File: config.mk
export PLATFORM = sky130hd
export DESIGN_NAME = audio_serial_rx
export DESIGN_NICKNAME = d
export VERILOG_FILES = /design/src/rtl/asr_pkg.sv /design/src/rtl/asr_sync.sv /design/src/rtl/asr_deframer.sv /design/src/rtl/asr_rate_check.sv /design/src/rtl/audio_serial_rx.sv
export SDC_FILE = /design/constraint.sdc
export NUM_CORES = 1
export LEC_CHECK = 0
export BUFFER_PORTS_ARGS = -buffer_cell sky130_fd_sc_hd__buf_2
export CORE_AREA = 2 2 168 129
export CTS_CLUSTER_DIAMETER = 60
export CTS_CLUSTER_SIZE = 40
export DETAILED_ROUTE_END_ITERATION = 8
export DIE_AREA = 0 0 170 131
export GPL_ROUTABILITY_DRIVEN = 0
export PLACE_DENSITY = 0.62
export SETUP_SLACK_MARGIN = 0.5
export SLEW_MARGIN = 20
export SYNTH_ARGS = -nofsm -noshare
export SYNTH_HDL_FRONTEND = slang
export SYNTH_SLANG_ARGS = --single-unit
export TNS_END_PERCENT = 50
File: constraint.sdc
create_clock -name clk -period 3.29 [get_ports clk]
set_input_delay 0.4935 -clock clk [delete_from_list [all_inputs] [get_ports clk]]
set_output_delay 0.4935 -clock clk [all_outputs]
set_load 0.005 [all_outputs]
File: src/rtl/asr_pkg.sv
package asr_pkg;

  localparam int SAMPLE_W = 24;

  typedef enum logic [1:0] {
    FMT_RJ16 = 2'b00,
    FMT_RJ24 = 2'b01,
    FMT_LJ   = 2'b10,
    FMT_I2S  = 2'b11
  } fmt_e;

  // Smallest legal half-frame length, in bit clocks.
  function automatic int min_bits(fmt_e f);
    return (f == FMT_RJ24) ? 24 : 16;
  endfunction

  // Frame clock level that marks the left channel.
  function automatic logic left_level(fmt_e f);
    return (f == FMT_I2S) ? 1'b0 : 1'b1;
  endfunction

  function automatic logic is_rj(fmt_e f);
    return (f == FMT_RJ16) || (f == FMT_RJ24);
  endfunction

  // Take the newest bits of the sliding register as a sample.
  function automatic logic [SAMPLE_W-1:0] rj_word(logic [SAMPLE_W-1:0] sr, fmt_e f);
    if (f == FMT_RJ16) return {{8{sr[15]}}, sr[15:0]};
    return sr;
  endfunction

  // Write one bit at position pos counted from the MSB; beyond 24 it drops.
  function automatic logic [SAMPLE_W-1:0] put_bit(logic [SAMPLE_W-1:0] acc,
                                                  logic [15:0] pos, logic b);
    logic [SAMPLE_W-1:0] r;
    logic [4:0] idx;
    r = acc;
    if (pos < 16'(SAMPLE_W)) begin
      idx = 5'(16'(SAMPLE_W - 1) - pos);
      r[idx] = b;
    end
    return r;
  endfunction

  // Frame period check: cnt holds cycles since the previous edge minus one.
  function automatic logic period_ok(int unsigned cnt, int unsigned ratio);
    return cnt == ratio - 1;
  endfunction

endpackage

File: src/rtl/asr_sync.sv
module asr_sync #(
  parameter int W      = 3,
  parameter int STAGES = 2
) (
  input  logic         clk,
  input  logic         rst_n,
  input  logic [W-1:0] d,
  output logic [W-1:0] q,
  output logic         ready
);

  logic [W-1:0] pipe [STAGES];
  logic [STAGES:0] rdy_sr;

  always_ff @(posedge clk or negedge rst_n) begin
    if (!rst_n) begin
      for (int i = 0; i < STAGES; i++) pipe[i] <= '0;
      rdy_sr <= '0;
    end else begin
      pipe[0] <= d;
      for (int i = 1; i < STAGES; i++) pipe[i] <= pipe[i-1];
      rdy_sr <= {rdy_sr[STAGES-1:0], 1'b1};
    end
  end

  assign q     = pipe[STAGES-1];
  assign ready = rdy_sr[STAGES];

endmodule

File: src/rtl/asr_deframer.sv
module asr_deframer
  import asr_pkg::*;
#(
  parameter int CNT_W = 9
) (
  input  logic                clk,
  input  logic                rst_n,
  input  logic                clr,
  input  fmt_e                fmt,
  input  logic                bit_rise,
  input  logic                lr_bit,
  input  logic                sd_bit,
  output logic                word_done,
  output logic                word_left,
  output logic [SAMPLE_W-1:0] word_data,
  output logic                word_short
);

  logic                primed;
  logic                aligned;
  logic                lr_last;
  logic [CNT_W-1:0]    cnt;
  logic [SAMPLE_W-1:0] acc;
  logic [SAMPLE_W-1:0] sr;
  logic [SAMPLE_W-1:0] acc_fin;
  logic [SAMPLE_W-1:0] word_next;
  logic                lr_edge;

  assign lr_edge = bit_rise & primed & (lr_bit != lr_last);

  always_comb begin
    acc_fin = acc;
    if (fmt == FMT_I2S && cnt != '0)
      acc_fin = put_bit(acc, 16'(cnt) - 16'd1, sd_bit);
    word_next = is_rj(fmt) ? rj_word(sr, fmt) : acc_fin;
  end

  always_ff @(posedge clk or negedge rst_n) begin
    if (!rst_n) begin
      primed     <= 1'b0;
      aligned    <= 1'b0;
      lr_last    <= 1'b0;
      cnt        <= '0;
      acc        <= '0;
      sr         <= '0;
      word_done  <= 1'b0;
      word_left  <= 1'b0;
      word_data  <= '0;
      word_short <= 1'b0;
    end else if (clr) begin
      primed     <= 1'b0;
      aligned    <= 1'b0;
      lr_last    <= 1'b0;
      cnt        <= '0;
      acc        <= '0;
      sr         <= '0;
      word_done  <= 1'b0;
      word_left  <= 1'b0;
      word_data  <= '0;
      word_short <= 1'b0;
    end else begin
      word_done <= 1'b0;
      if (bit_rise) begin
        primed  <= 1'b1;
        lr_last <= lr_bit;
        sr      <= {sr[SAMPLE_W-2:0], sd_bit};
        if (lr_edge) begin
          aligned    <= 1'b1;
          cnt        <= CNT_W'(1);
          acc        <= (fmt == FMT_LJ) ? put_bit('0, 16'd0, sd_bit) : '0;
          word_done  <= aligned;
          word_data  <= word_next;
          word_left  <= (lr_last == left_level(fmt));
          word_short <= (32'(cnt) < min_bits(fmt));
        end else begin
          if (cnt != '1) cnt <= cnt + CNT_W'(1);
          if (fmt == FMT_LJ)
            acc <= put_bit(acc, 16'(cnt), sd_bit);
          else if (fmt == FMT_I2S && cnt != '0)
            acc <= put_bit(acc, 16'(cnt) - 16'd1, sd_bit);
        end
      end
    end
  end

endmodule

File: src/rtl/asr_rate_check.sv
module asr_rate_check
  import asr_pkg::*;
#(
  parameter int RATIO = 256,
  localparam int CW   = $clog2(RATIO + 1) + 1
) (
  input  logic clk,
  input  logic rst_n,
  input  logic clr,
  input  logic frame_rise,
  output logic rate_bad
);

  logic          armed;
  logic [CW-1:0] cnt;

  always_ff @(posedge clk or negedge rst_n) begin
    if (!rst_n) begin
      armed    <= 1'b0;
      cnt      <= '0;
      rate_bad <= 1'b0;
    end else if (clr) begin
      armed    <= 1'b0;
      cnt      <= '0;
      rate_bad <= 1'b0;
    end else begin
      rate_bad <= 1'b0;
      if (frame_rise) begin
        if (armed && !period_ok(32'(cnt), RATIO)) rate_bad <= 1'b1;
        armed <= 1'b1;
        cnt   <= '0;
      end else if (cnt != '1) begin
        cnt <= cnt + CW'(1);
      end
    end
  end

endmodule

File: src/rtl/audio_serial_rx.sv
module audio_serial_rx
  import asr_pkg::*;
#(
  parameter int MCLK_PER_FRAME    = 256,
  parameter int MAX_BCLK_PER_FRAME = 256,
  parameter int SYNC_STAGES       = 2,
  localparam int CNT_W            = $clog2(MAX_BCLK_PER_FRAME + 1)
) (
  input  logic                clk,
  input  logic                rst_n,
  input  logic                standby,
  input  logic [1:0]          fmt_sel,
  input  logic                bclk_in,
  input  logic                lrclk_in,
  input  logic                sdata_in,
  output logic [SAMPLE_W-1:0] left_sample,
  output logic [SAMPLE_W-1:0] right_sample,
  output logic                sample_valid,
  output logic                short_frame_err,
  output logic                mclk_ratio_err
);

  logic                awake;
  fmt_e                fmt_q;
  logic                clr;
  logic [2:0]          sync_q;
  logic                sync_ready;
  logic                bclk_s, lr_s, sd_s;
  logic                bclk_d, lr_d;
  logic                bit_rise;
  logic                lr_rise;
  logic                word_done;
  logic                word_left;
  logic [SAMPLE_W-1:0] word_data;
  logic                word_short;
  logic                rate_bad;
  logic [SAMPLE_W-1:0] left_hold;
  logic                left_ok;

  // Format is taken while asleep; awake rises one cycle after release.
  always_ff @(posedge clk or negedge rst_n) begin
    if (!rst_n) begin
      awake <= 1'b0;
      fmt_q <= FMT_RJ16;
    end else begin
      awake <= !standby;
      if (!awake || standby) fmt_q <= fmt_e'(fmt_sel);
    end
  end

  assign clr = !awake;

  asr_sync #(.W(3), .STAGES(SYNC_STAGES)) sync_i (
    .clk   (clk),
    .rst_n (rst_n),
    .d     ({sdata_in, lrclk_in, bclk_in}),
    .q     (sync_q),
    .ready (sync_ready)
  );

  assign bclk_s = sync_q[0];
  assign lr_s   = sync_q[1];
  assign sd_s   = sync_q[2];

  always_ff @(posedge clk or negedge rst_n) begin
    if (!rst_n) begin
      bclk_d <= 1'b0;
      lr_d   <= 1'b0;
    end else begin
      bclk_d <= bclk_s;
      lr_d   <= lr_s;
    end
  end

  assign bit_rise = sync_ready & bclk_s & ~bclk_d;
  assign lr_rise  = sync_ready & lr_s & ~lr_d;

  asr_deframer #(.CNT_W(CNT_W)) deframer_i (
    .clk        (clk),
    .rst_n      (rst_n),
    .clr        (clr),
    .fmt        (fmt_q),
    .bit_rise   (bit_rise),
    .lr_bit     (lr_s),
    .sd_bit     (sd_s),
    .word_done  (word_done),
    .word_left  (word_left),
    .word_data  (word_data),
    .word_short (word_short)
  );

  asr_rate_check #(.RATIO(MCLK_PER_FRAME)) rate_i (
    .clk        (clk),
    .rst_n      (rst_n),
    .clr        (clr),
    .frame_rise (lr_rise),
    .rate_bad   (rate_bad)
  );

  always_ff @(posedge clk or negedge rst_n) begin
    if (!rst_n) begin
      left_hold       <= '0;
      left_ok         <= 1'b0;
      left_sample     <= '0;
      right_sample    <= '0;
      sample_valid    <= 1'b0;
      short_frame_err <= 1'b0;
      mclk_ratio_err  <= 1'b0;
    end else if (clr) begin
      left_hold       <= '0;
      left_ok         <= 1'b0;
      left_sample     <= '0;
      right_sample    <= '0;
      sample_valid    <= 1'b0;
      short_frame_err <= 1'b0;
      mclk_ratio_err  <= 1'b0;
    end else begin
      sample_valid <= 1'b0;
      if (word_done) begin
        if (word_left) begin
          left_hold <= word_data;
          left_ok   <= 1'b1;
        end else if (left_ok) begin
          left_sample  <= left_hold;
          right_sample <= word_data;
          sample_valid <= 1'b1;
          left_ok      <= 1'b0;
        end
        if (word_short) short_frame_err <= 1'b1;
      end
      if (rate_bad) mclk_ratio_err <= 1'b1;
    end
  end

endmodule

==> out/qor.log, run 1 <==
INFO  logic_synthesis syn_avg_cell_area=9.979µm²
INFO  placement      place_hpwl=17270µm
INFO  detailed_routing detail_route.drc_violations=0
INFO  timing         setup_total_negative_slack=0ns
INFO  logic_synthesis proportion_of_netlist_area_held_by_the_largest_area_contributor=51.85%
INFO  critical_path  crit_type=reg -> reg
INFO  clocking       clkTransAtPathRegs=0.08ns
INFO  outcome        result_of_the_run=complete, but fails checks
INFO  grt            global_route.overflow_total=0
INFO  clocking       buffer_type_at_the_clock_tree_root=sky130_fd_sc_hd__clkbuf_16
INFO  logic_synthesis syn_nets=930
INFO  clocking       cts_tree=built
INFO  detailed_routing route.final.wire_length=26630µm
INFO  die            initial_core_util=44.02%
INFO  placement      placedInstanceArea=9726µm²
INFO  timing         setup_violations=0
INFO  detailed_routing drt-pass1-iter-count=5
INFO  power_and_ir_drop peakVddDrop=0.0002502V
INFO  hold_path      hold_class=in -> async
INFO  grt            grt_usage=24.61%
INFO  critical_path  crit_fanout=11
INFO  placement      place_worst_setup_slack=0.3505ns
INFO  logic_synthesis number_of_flip_flops_and_latches_in_the_synthesized_netlist=189
INFO  logic_synthesis synthDominantAreaCellType=sky130_fd_sc_hd__dfrtp_1
INFO  detailed_routing vias=7631
INFO  clocking       worstSkewPairLatency=0.44ns
INFO  grt            first_pass_grt_wire_length=42070µm
INFO  clocking       cts_hold_repair.buffers=0
INFO  die            die_area=22270µm²
INFO  logic_synthesis post_synth_instance_area=9121µm²
INFO  die            die-height=131µm
INFO  logic_synthesis ys_warn_count=0
INFO  grt            vias_in_the_first_global_route=7111
INFO  placement      buffer_ports.inserted=58
INFO  timing         final_min_period=2.732ns
INFO  timing         post-route-worst-setup-slack=0.5581ns
INFO  clocking       cts_buffers=17
INFO  timing         rsz0062_at_grt=no
INFO  layout         drive_above_1_share=17.67%
INFO  grt            antenna_found_initial=0
INFO  timing         final.period_utilization=83.04%
INFO  critical_path  crit_required=3.62ns
INFO  timing         hold_viol=7
INFO  logic_synthesis synth-main-ff-cell=sky130_fd_sc_hd__dfrtp_1
INFO  logic_synthesis synth.area.top_cells=sky130_fd_sc_hd__dfrtp_1, sky130_fd_sc_hd__a22o_1, sky130_fd_sc_hd__nand2_1
INFO  grt            pin_count_of_the_biggest_net_entering_global_routing=77
INFO  logic_synthesis syn_inst=914
INFO  clocking       cts_buffer_depth=2
INFO  run            max_cap_violations=0
INFO  logic_synthesis synth_cell_types=70
INFO  timing         relSlewSlack=31.95%
INFO  logic_synthesis synth_edf_count=0
INFO  logic_synthesis async_flop_share=100.0%
INFO  logic_synthesis synth-seq-area-share=51.85%
INFO  die            core=20720µm²
INFO  clocking       cts.sink_count=189
INFO  detailed_routing first_iter_violations=1050
INFO  critical_path  critical_path.endpoint_type=register
INFO  layout         area_delta_synth_final=15.40%
INFO  timing         final_count_of_pins_violating_max_slew=0
INFO  detailed_routing antenna_nets_post_route=0
INFO  timing         final_hold_slack=-0.01339ns
INFO  layout         filler_cell_count=1875
INFO  layout         layout.nets=982
INFO  layout         antenna_cells_inserted=0
INFO  timing         timing.fmax=0.3660GHz
INFO  critical_path  critPathArrivalTime=3.06ns
INFO  timing         fin_skew=0.01064ns
INFO  timing         timing_worst_slew_pin_value=1.021ns
INFO  detailed_routing wl_per_cell=21.42µm
INFO  die            num_rows=46
INFO  die            design.portCount=59
INFO  critical_path  timing.reg2reg.setup_slack=0.56ns
INFO  layout         final_cell_area=10530µm²
INFO  power_and_ir_drop power_density=468.3nW/µm²
INFO  die            die_x=170µm
INFO  outcome        violations=negative hold slack
INFO  power_and_ir_drop total_leakage_power=4.772nW
INFO  clocking       h-tree-depth=4
INFO  critical_path  worstSetupStartpointType=register
INFO  detailed_routing drt-vias-per-instance=6.139
==> worst max-delay path, cell delays in order (launching register included) <==
cell	delay, ns
sky130_fd_sc_hd__dfrtp_2	0.48
sky130_fd_sc_hd__clkinvlp_4	0.18
sky130_fd_sc_hd__ha_4	0.23
sky130_fd_sc_hd__or4b_1	0.54
sky130_fd_sc_hd__o21bai_4	0.24
sky130_fd_sc_hd__nor2_2	0.11
sky130_fd_sc_hd__buf_4	0.21
sky130_fd_sc_hd__nand4_1	0.22
sky130_fd_sc_hd__nor2_1	0.07
sky130_fd_sc_hd__a311o_1	0.33
==> stage by stage <==
step | power [mW] | utilization (%) | std cells
2_1_floorplan | 2.662 | - | 914
3_3_place_gp | 2.832 | 46.94 | 1199
3_5_place_dp | 2.832 | 46.94 | 1199
4_1_cts | 4.905 | 50.06 | 1232
5_1_grt | 5.093 | 50.80 | 1243
6_report | 4.929 | 50.80 | 1243
==> area by class of cell <==
type	instances	area [µm²]	share of cell area, %
tap	264	330.3	3.138
sequential	189	4735	44.98
multi-input combinational	646	4204	39.94
clock buffer	18	439.2	4.172
inverter	12	48.80	0.4636
timing repair buffer	100	626.9	5.955
clock inverter	14	142.6	1.355
==> cell usage after synthesis (10+ instances only) <==
cell                       number
sky130_fd_sc_hd__nor3_1        16
sky130_fd_sc_hd__buf_2         15
sky130_fd_sc_hd__o211ai_1      13
sky130_fd_sc_hd__a31oi_1       16
sky130_fd_sc_hd__nand4_1       16
sky130_fd_sc_hd__a22o_1        75
sky130_fd_sc_hd__a21oi_1       74
sky130_fd_sc_hd__nor2_1        60
sky130_fd_sc_hd__mux2i_1       23
sky130_fd_sc_hd__clkbuf_1      47
sky130_fd_sc_hd__o21ai_0       30
sky130_fd_sc_hd__nand3_1       26
sky130_fd_sc_hd__inv_1         10
sky130_fd_sc_hd__nand2b_1      17
sky130_fd_sc_hd__xnor2_1       10
sky130_fd_sc_hd__and3_1        11
sky130_fd_sc_hd__nand2_1      126
sky130_fd_sc_hd__dfrtp_1      189
==> logic make-up (layout without fill, tap and decap cells) <==
family                     count (synthesis)  in the layout  synth area share [%]
AOI/OAI and AO/OA                        263            264                 20.48
adders and majority gates                  8              8                 1.097
muxes                                     28             28                 3.141
buffers and inverters                     80            144                 3.745
and+or+nand+nor                          327            327                 17.91
DFF                                      189            189                 51.85
xor gates and xnor gates                  18             18                 1.728
other                                      1              1               0.04111
==> worst paths after layout <==
path                                    from                end  cells after the start
min reg2reg                 sync_i.rdy_sr[1]   sync_i.rdy_sr[2]                      0
min                                    rst_n      rate_i.cnt[8]                      1
min in group clk                    lrclk_in     sync_i.pipe[4]                      1
max reg2reg                deframer_i.cnt[0]  deframer_i.acc[8]                      9
max                        deframer_i.cnt[0]  deframer_i.acc[8]                      9
max in group asynchronous              rst_n  deframer_i.cnt[3]                      2
==> per-layer routing <==
metal	vias up	wire, µm	track usage (%)
li1	3452	-	-
met1	3760	13040	38.87
met2	359	10680	33.73
met3	60	2281	5.000
met4	0	630	6.838
met5	-	0	0
==> state kept, by name, summed over array words and instances, names as in the netlist, 2 cells and up <==
name,cells
deframer_i.word_data,24
sync_i.pipe,3
deframer_i.acc,24
sync_i.rdy_sr,3
left_sample,24
sync_i.q,3
rate_i.cnt,10
right_sample,24
deframer_i.cnt,9
fmt_q,2
deframer_i.sr,24
left_hold,24
==> report_power, final <==
part,switching [mW],internal (mW)
Sequential,0.0252,2.34
Combinational,0.346,0.151
Clock,1.03,1.03
Total,1.41,3.52
==> what timing repair did <==
item                       in CTS  in global routing
gates resized for setup         9                 13
setup endpoints to repair      23                 46
setup buffers                   0                 11
gates cloned                    1                  0
pin swaps                       1                  3
==> placed cells by master (no fill, tap or decap), drive strengths merged, types with 5 or more instances in the layout <==
| master | count |
|---|---|
| nor2b | 5 |
| a21oi | 75 |
| a221oi | 5 |
| a22o | 75 |
| nand2 | 126 |
| nor3 | 19 |
| nand4 | 18 |
| nor2 | 61 |
| o211ai | 13 |
| nor4 | 6 |
| xor2 | 8 |
| o2bb2ai | 5 |
| and3 | 11 |
| xnor2 | 10 |
| nand3 | 27 |
| o21ai | 36 |
| ha | 8 |
| a31oi | 16 |
| nand2b | 17 |
| buf | 99 |
| and4 | 5 |
| clkinv | 5 |
| dfrtp | 189 |
| o31ai | 7 |
| clkbuf | 19 |
| mux2 | 5 |
| mux2i | 23 |
| inv | 17 |
Note: power is estimated with default switching activity, not from simulation.
==> run 2, diff against run 1 <==
Clock period 3.29 ns to 2.7 ns, I/O delays scaled along.
==> out/qor.log, run 2 (same netlist as run 1, synthesis figures left out) <==
INFO  outcome        result_of_the_run=finished, final reports clean
INFO  critical_path  critPathArrivalTime=2.72ns [-0.34 ns]
INFO  timing         hold_viol=0 [-7]
INFO  timing         timing_worst_slew_pin_value=0.7366ns [-0.2841 ns]
INFO  detailed_routing antenna_nets_post_route=0 [unchanged]
INFO  clocking       clkTransAtPathRegs=0.08ns [about the same]
INFO  hold_path      worstHoldStart=sdata_in
INFO  grt            first_pass_grt_wire_length=43660µm [+3.8%]
INFO  timing         relSlewSlack=50.56% [+19 points]
INFO  hold_path      hold_class=in -> reg
INFO  placement      buffer_ports.inserted=58 [unchanged]
INFO  critical_path  crit_path_start=deframer_i.cnt[2]
INFO  grt            grt_usage=25.53% [+0.91 points]
INFO  layout         fin_cells=1291 [+3.9%]
INFO  critical_path  crit_fanout=11 [unchanged]
INFO  critical_path  critical_path.endpoint_type=register
INFO  die            die_area=22270µm² [unchanged]
INFO  detailed_routing first_iter_violations=906 [-14%]
INFO  detailed_routing detail_route.drc_violations=0 [unchanged]
INFO  layout         antenna_cells_inserted=0 [unchanged]
INFO  timing         timing.fmax=0.4106GHz [+12%]
INFO  clocking       buffer_type_at_the_clock_tree_root=sky130_fd_sc_hd__clkbuf_16
INFO  power_and_ir_drop swShare=28.83% [+0.32 points]
INFO  clocking       cts_tree=built
INFO  layout         area_delta_synth_final=24.42%
INFO  die            core=20720µm² [unchanged]
INFO  layout         drive_above_1_share=25.61% [+7.9 points]
INFO  power_and_ir_drop p_comb_share=12.5% [+2.4 points]
INFO  clocking       cts_buffers=17 [unchanged]
INFO  layout         mostFrequentLayoutCell=sky130_fd_sc_hd__dfrtp_1
INFO  die            die-height=131µm [unchanged]
INFO  detailed_routing vias=7946 [+4.1%]
INFO  timing         final.period_utilization=90.19% [+7.2 points]
INFO  run            max_cap_violations=0 [unchanged]
INFO  power_and_ir_drop peakVddDrop=0.0003677V [+47%]
INFO  power_and_ir_drop power.internal=4.484mW [+27%]
INFO  die            num_rows=46 [unchanged]
INFO  detailed_routing wl_per_cell=21.60µm [+0.84%]
INFO  timing         setup_violations=0 [unchanged]
INFO  grt            pin_count_of_the_biggest_net_entering_global_routing=73 [-5.2%]
INFO  power_and_ir_drop power_density=555.2nW/µm² [+19%]
INFO  power_and_ir_drop portion_of_total_power_attributed_to_sequential_cells=45.6% [-2.4 points]
INFO  clocking       h-tree-depth=4 [unchanged]
INFO  timing         rsz0062_at_grt=yes
INFO  placement      numPlacedInstances=1223 [+2.0%]
INFO  timing         setup_total_negative_slack=0ns [unchanged]
INFO  detailed_routing drt-pass1-iter-count=5 [unchanged]
INFO  die            die_x=170µm [unchanged]
INFO  power_and_ir_drop total_leakage_power=5.115nW [+7.2%]
INFO  placement      place_hpwl=17660µm [+2.3%]
INFO  critical_path  crit_required=2.99ns [-0.63 ns]
INFO  grt            vias_in_the_first_global_route=7412 [+4.2%]
INFO  critical_path  crit_type=reg -> reg
INFO  timing         final_count_of_pins_violating_max_slew=0 [unchanged]
INFO  timing         final_min_period=2.435ns [-0.2967 ns]
INFO  grt            antenna_found_initial=0 [unchanged]
INFO  critical_path  timing.reg2reg.setup_slack=0.26ns [-0.29 ns]
INFO  critical_path  worst_r2r_startpoint=deframer_i.cnt[2]
INFO  clocking       worstSkewPairLatency=0.44ns [about the same]
INFO  clocking       cts_buffer_depth=2 [unchanged]
INFO  power_and_ir_drop power.net_switching=1.816mW [+29%]
INFO  layout         final_cell_mix=sky130_fd_sc_hd__dfrtp_1, sky130_fd_sc_hd__nand2_1, sky130_fd_sc_hd__a22o_1, sky130_fd_sc_hd__a21oi_1, sky130_fd_sc_hd__buf_4
INFO  power_and_ir_drop power.share.clock=41.9% [about the same]
INFO  die            initial_core_util=44.02% [unchanged]
INFO  detailed_routing drt-vias-per-instance=6.155 [+0.26%]
INFO  detailed_routing route.final.wire_length=27890µm [+4.7%]
INFO  die            design.portCount=59 [unchanged]
INFO  clocking       cts.sink_count=189 [unchanged]
INFO  grt            global_route.overflow_total=0 [unchanged]
INFO  timing         fin_skew=0.01494ns [+0.004298 ns]
INFO  layout         layout.nets=1030 [+4.9%]
INFO  critical_path  worstSetupStartpointType=register
==> run 2: cell count changes in the layout (fill, tap and decap cells not counted), sizes merged <==
cell / delta
inv: -2
bufinv: +1
dlygate4sd3: +1
clkinv: +6
nor2: +1
clkbuf: -1
clkinvlp: -4
buf: +46
==> run 2: power groups by stage <==
stage	logic, mW	clock network (mW)	registers, mW
after floorplan	0.369	0	2.92
after global placement	0.578	0	2.93
after detailed placement	0.576	0	2.93
after CTS	0.699	2.68	2.87
after global routing	0.835	2.78	2.88
final	0.789	2.64	2.87
==> run 2: layer usage <==
layer,routed length (µm),part of all wire (%),global-route usage (%)
met2,11280,40,34.81
met1,13450,48,39.36
met4,850,3.0,9.904
met3,2304,8.3,5.241
met5,0,0,0.6522
==> run 2: metrics by stage <==
stage,util (%),power (mW),hold slack [ns],cell area (µm²),worst slack (ns)
2_1_floorplan,-,3.291,0.1094,9256,0.3807
3_3_place_gp,48.32,3.506,0.3318,10010,0.2389
3_5_place_dp,48.32,3.504,0.3379,10010,0.1977
4_1_cts,53.79,6.249,0.05184,11150,0.4265
5_1_grt,54.77,6.497,0.04983,11350,0.1800
6_report,54.77,6.301,0.06668,11350,0.2648
==> run 2: timing repair <==
item,4_1_cts,5_1_grt
setup buffers,23,10
pin swaps,26,18
resized for setup,51,25
hold endpoints to repair,24,0
endpoints found under the setup margin,51,58
hold buffers,1,0
cloned,2,0
==> run 2: final cells by class <==
type / instances / area [µm²]
Clock buffer: 17 / 425.4
Multi-Input combinational cell: 647 / 4506
Timing Repair Buffer: 147 / 1107
Clock inverter: 15 / 196.4
Fill cell: 1792 / 9371
Tap cell: 264 / 330.3
Sequential cell: 189 / 4733
Inverter: 12 / 50.05
==> run 2: final timing paths <==
check,to,depth (start not counted)
hold / removal,sync_i.pipe[5],1
setup / recovery,deframer_i.acc[12],9
max in group asynchronous,left_sample[16],3
setup reg to reg,deframer_i.acc[12],9
hold reg to reg,sync_i.q[1],0
min in group asynchronous,rate_i.cnt[6],2
==> run 2: worst max-delay path, stage by stage, from the launching register on <==
cell	delay [ns]
sky130_fd_sc_hd__dfrtp_2	0.45
sky130_fd_sc_hd__buf_4	0.15
sky130_fd_sc_hd__nor3_4	0.43
sky130_fd_sc_hd__a2111oi_4	0.14
sky130_fd_sc_hd__buf_4	0.17
sky130_fd_sc_hd__o2bb2ai_4	0.13
sky130_fd_sc_hd__buf_12	0.15
sky130_fd_sc_hd__nand4_1	0.11
sky130_fd_sc_hd__mux2i_2	0.34
sky130_fd_sc_hd__o221ai_1	0.20
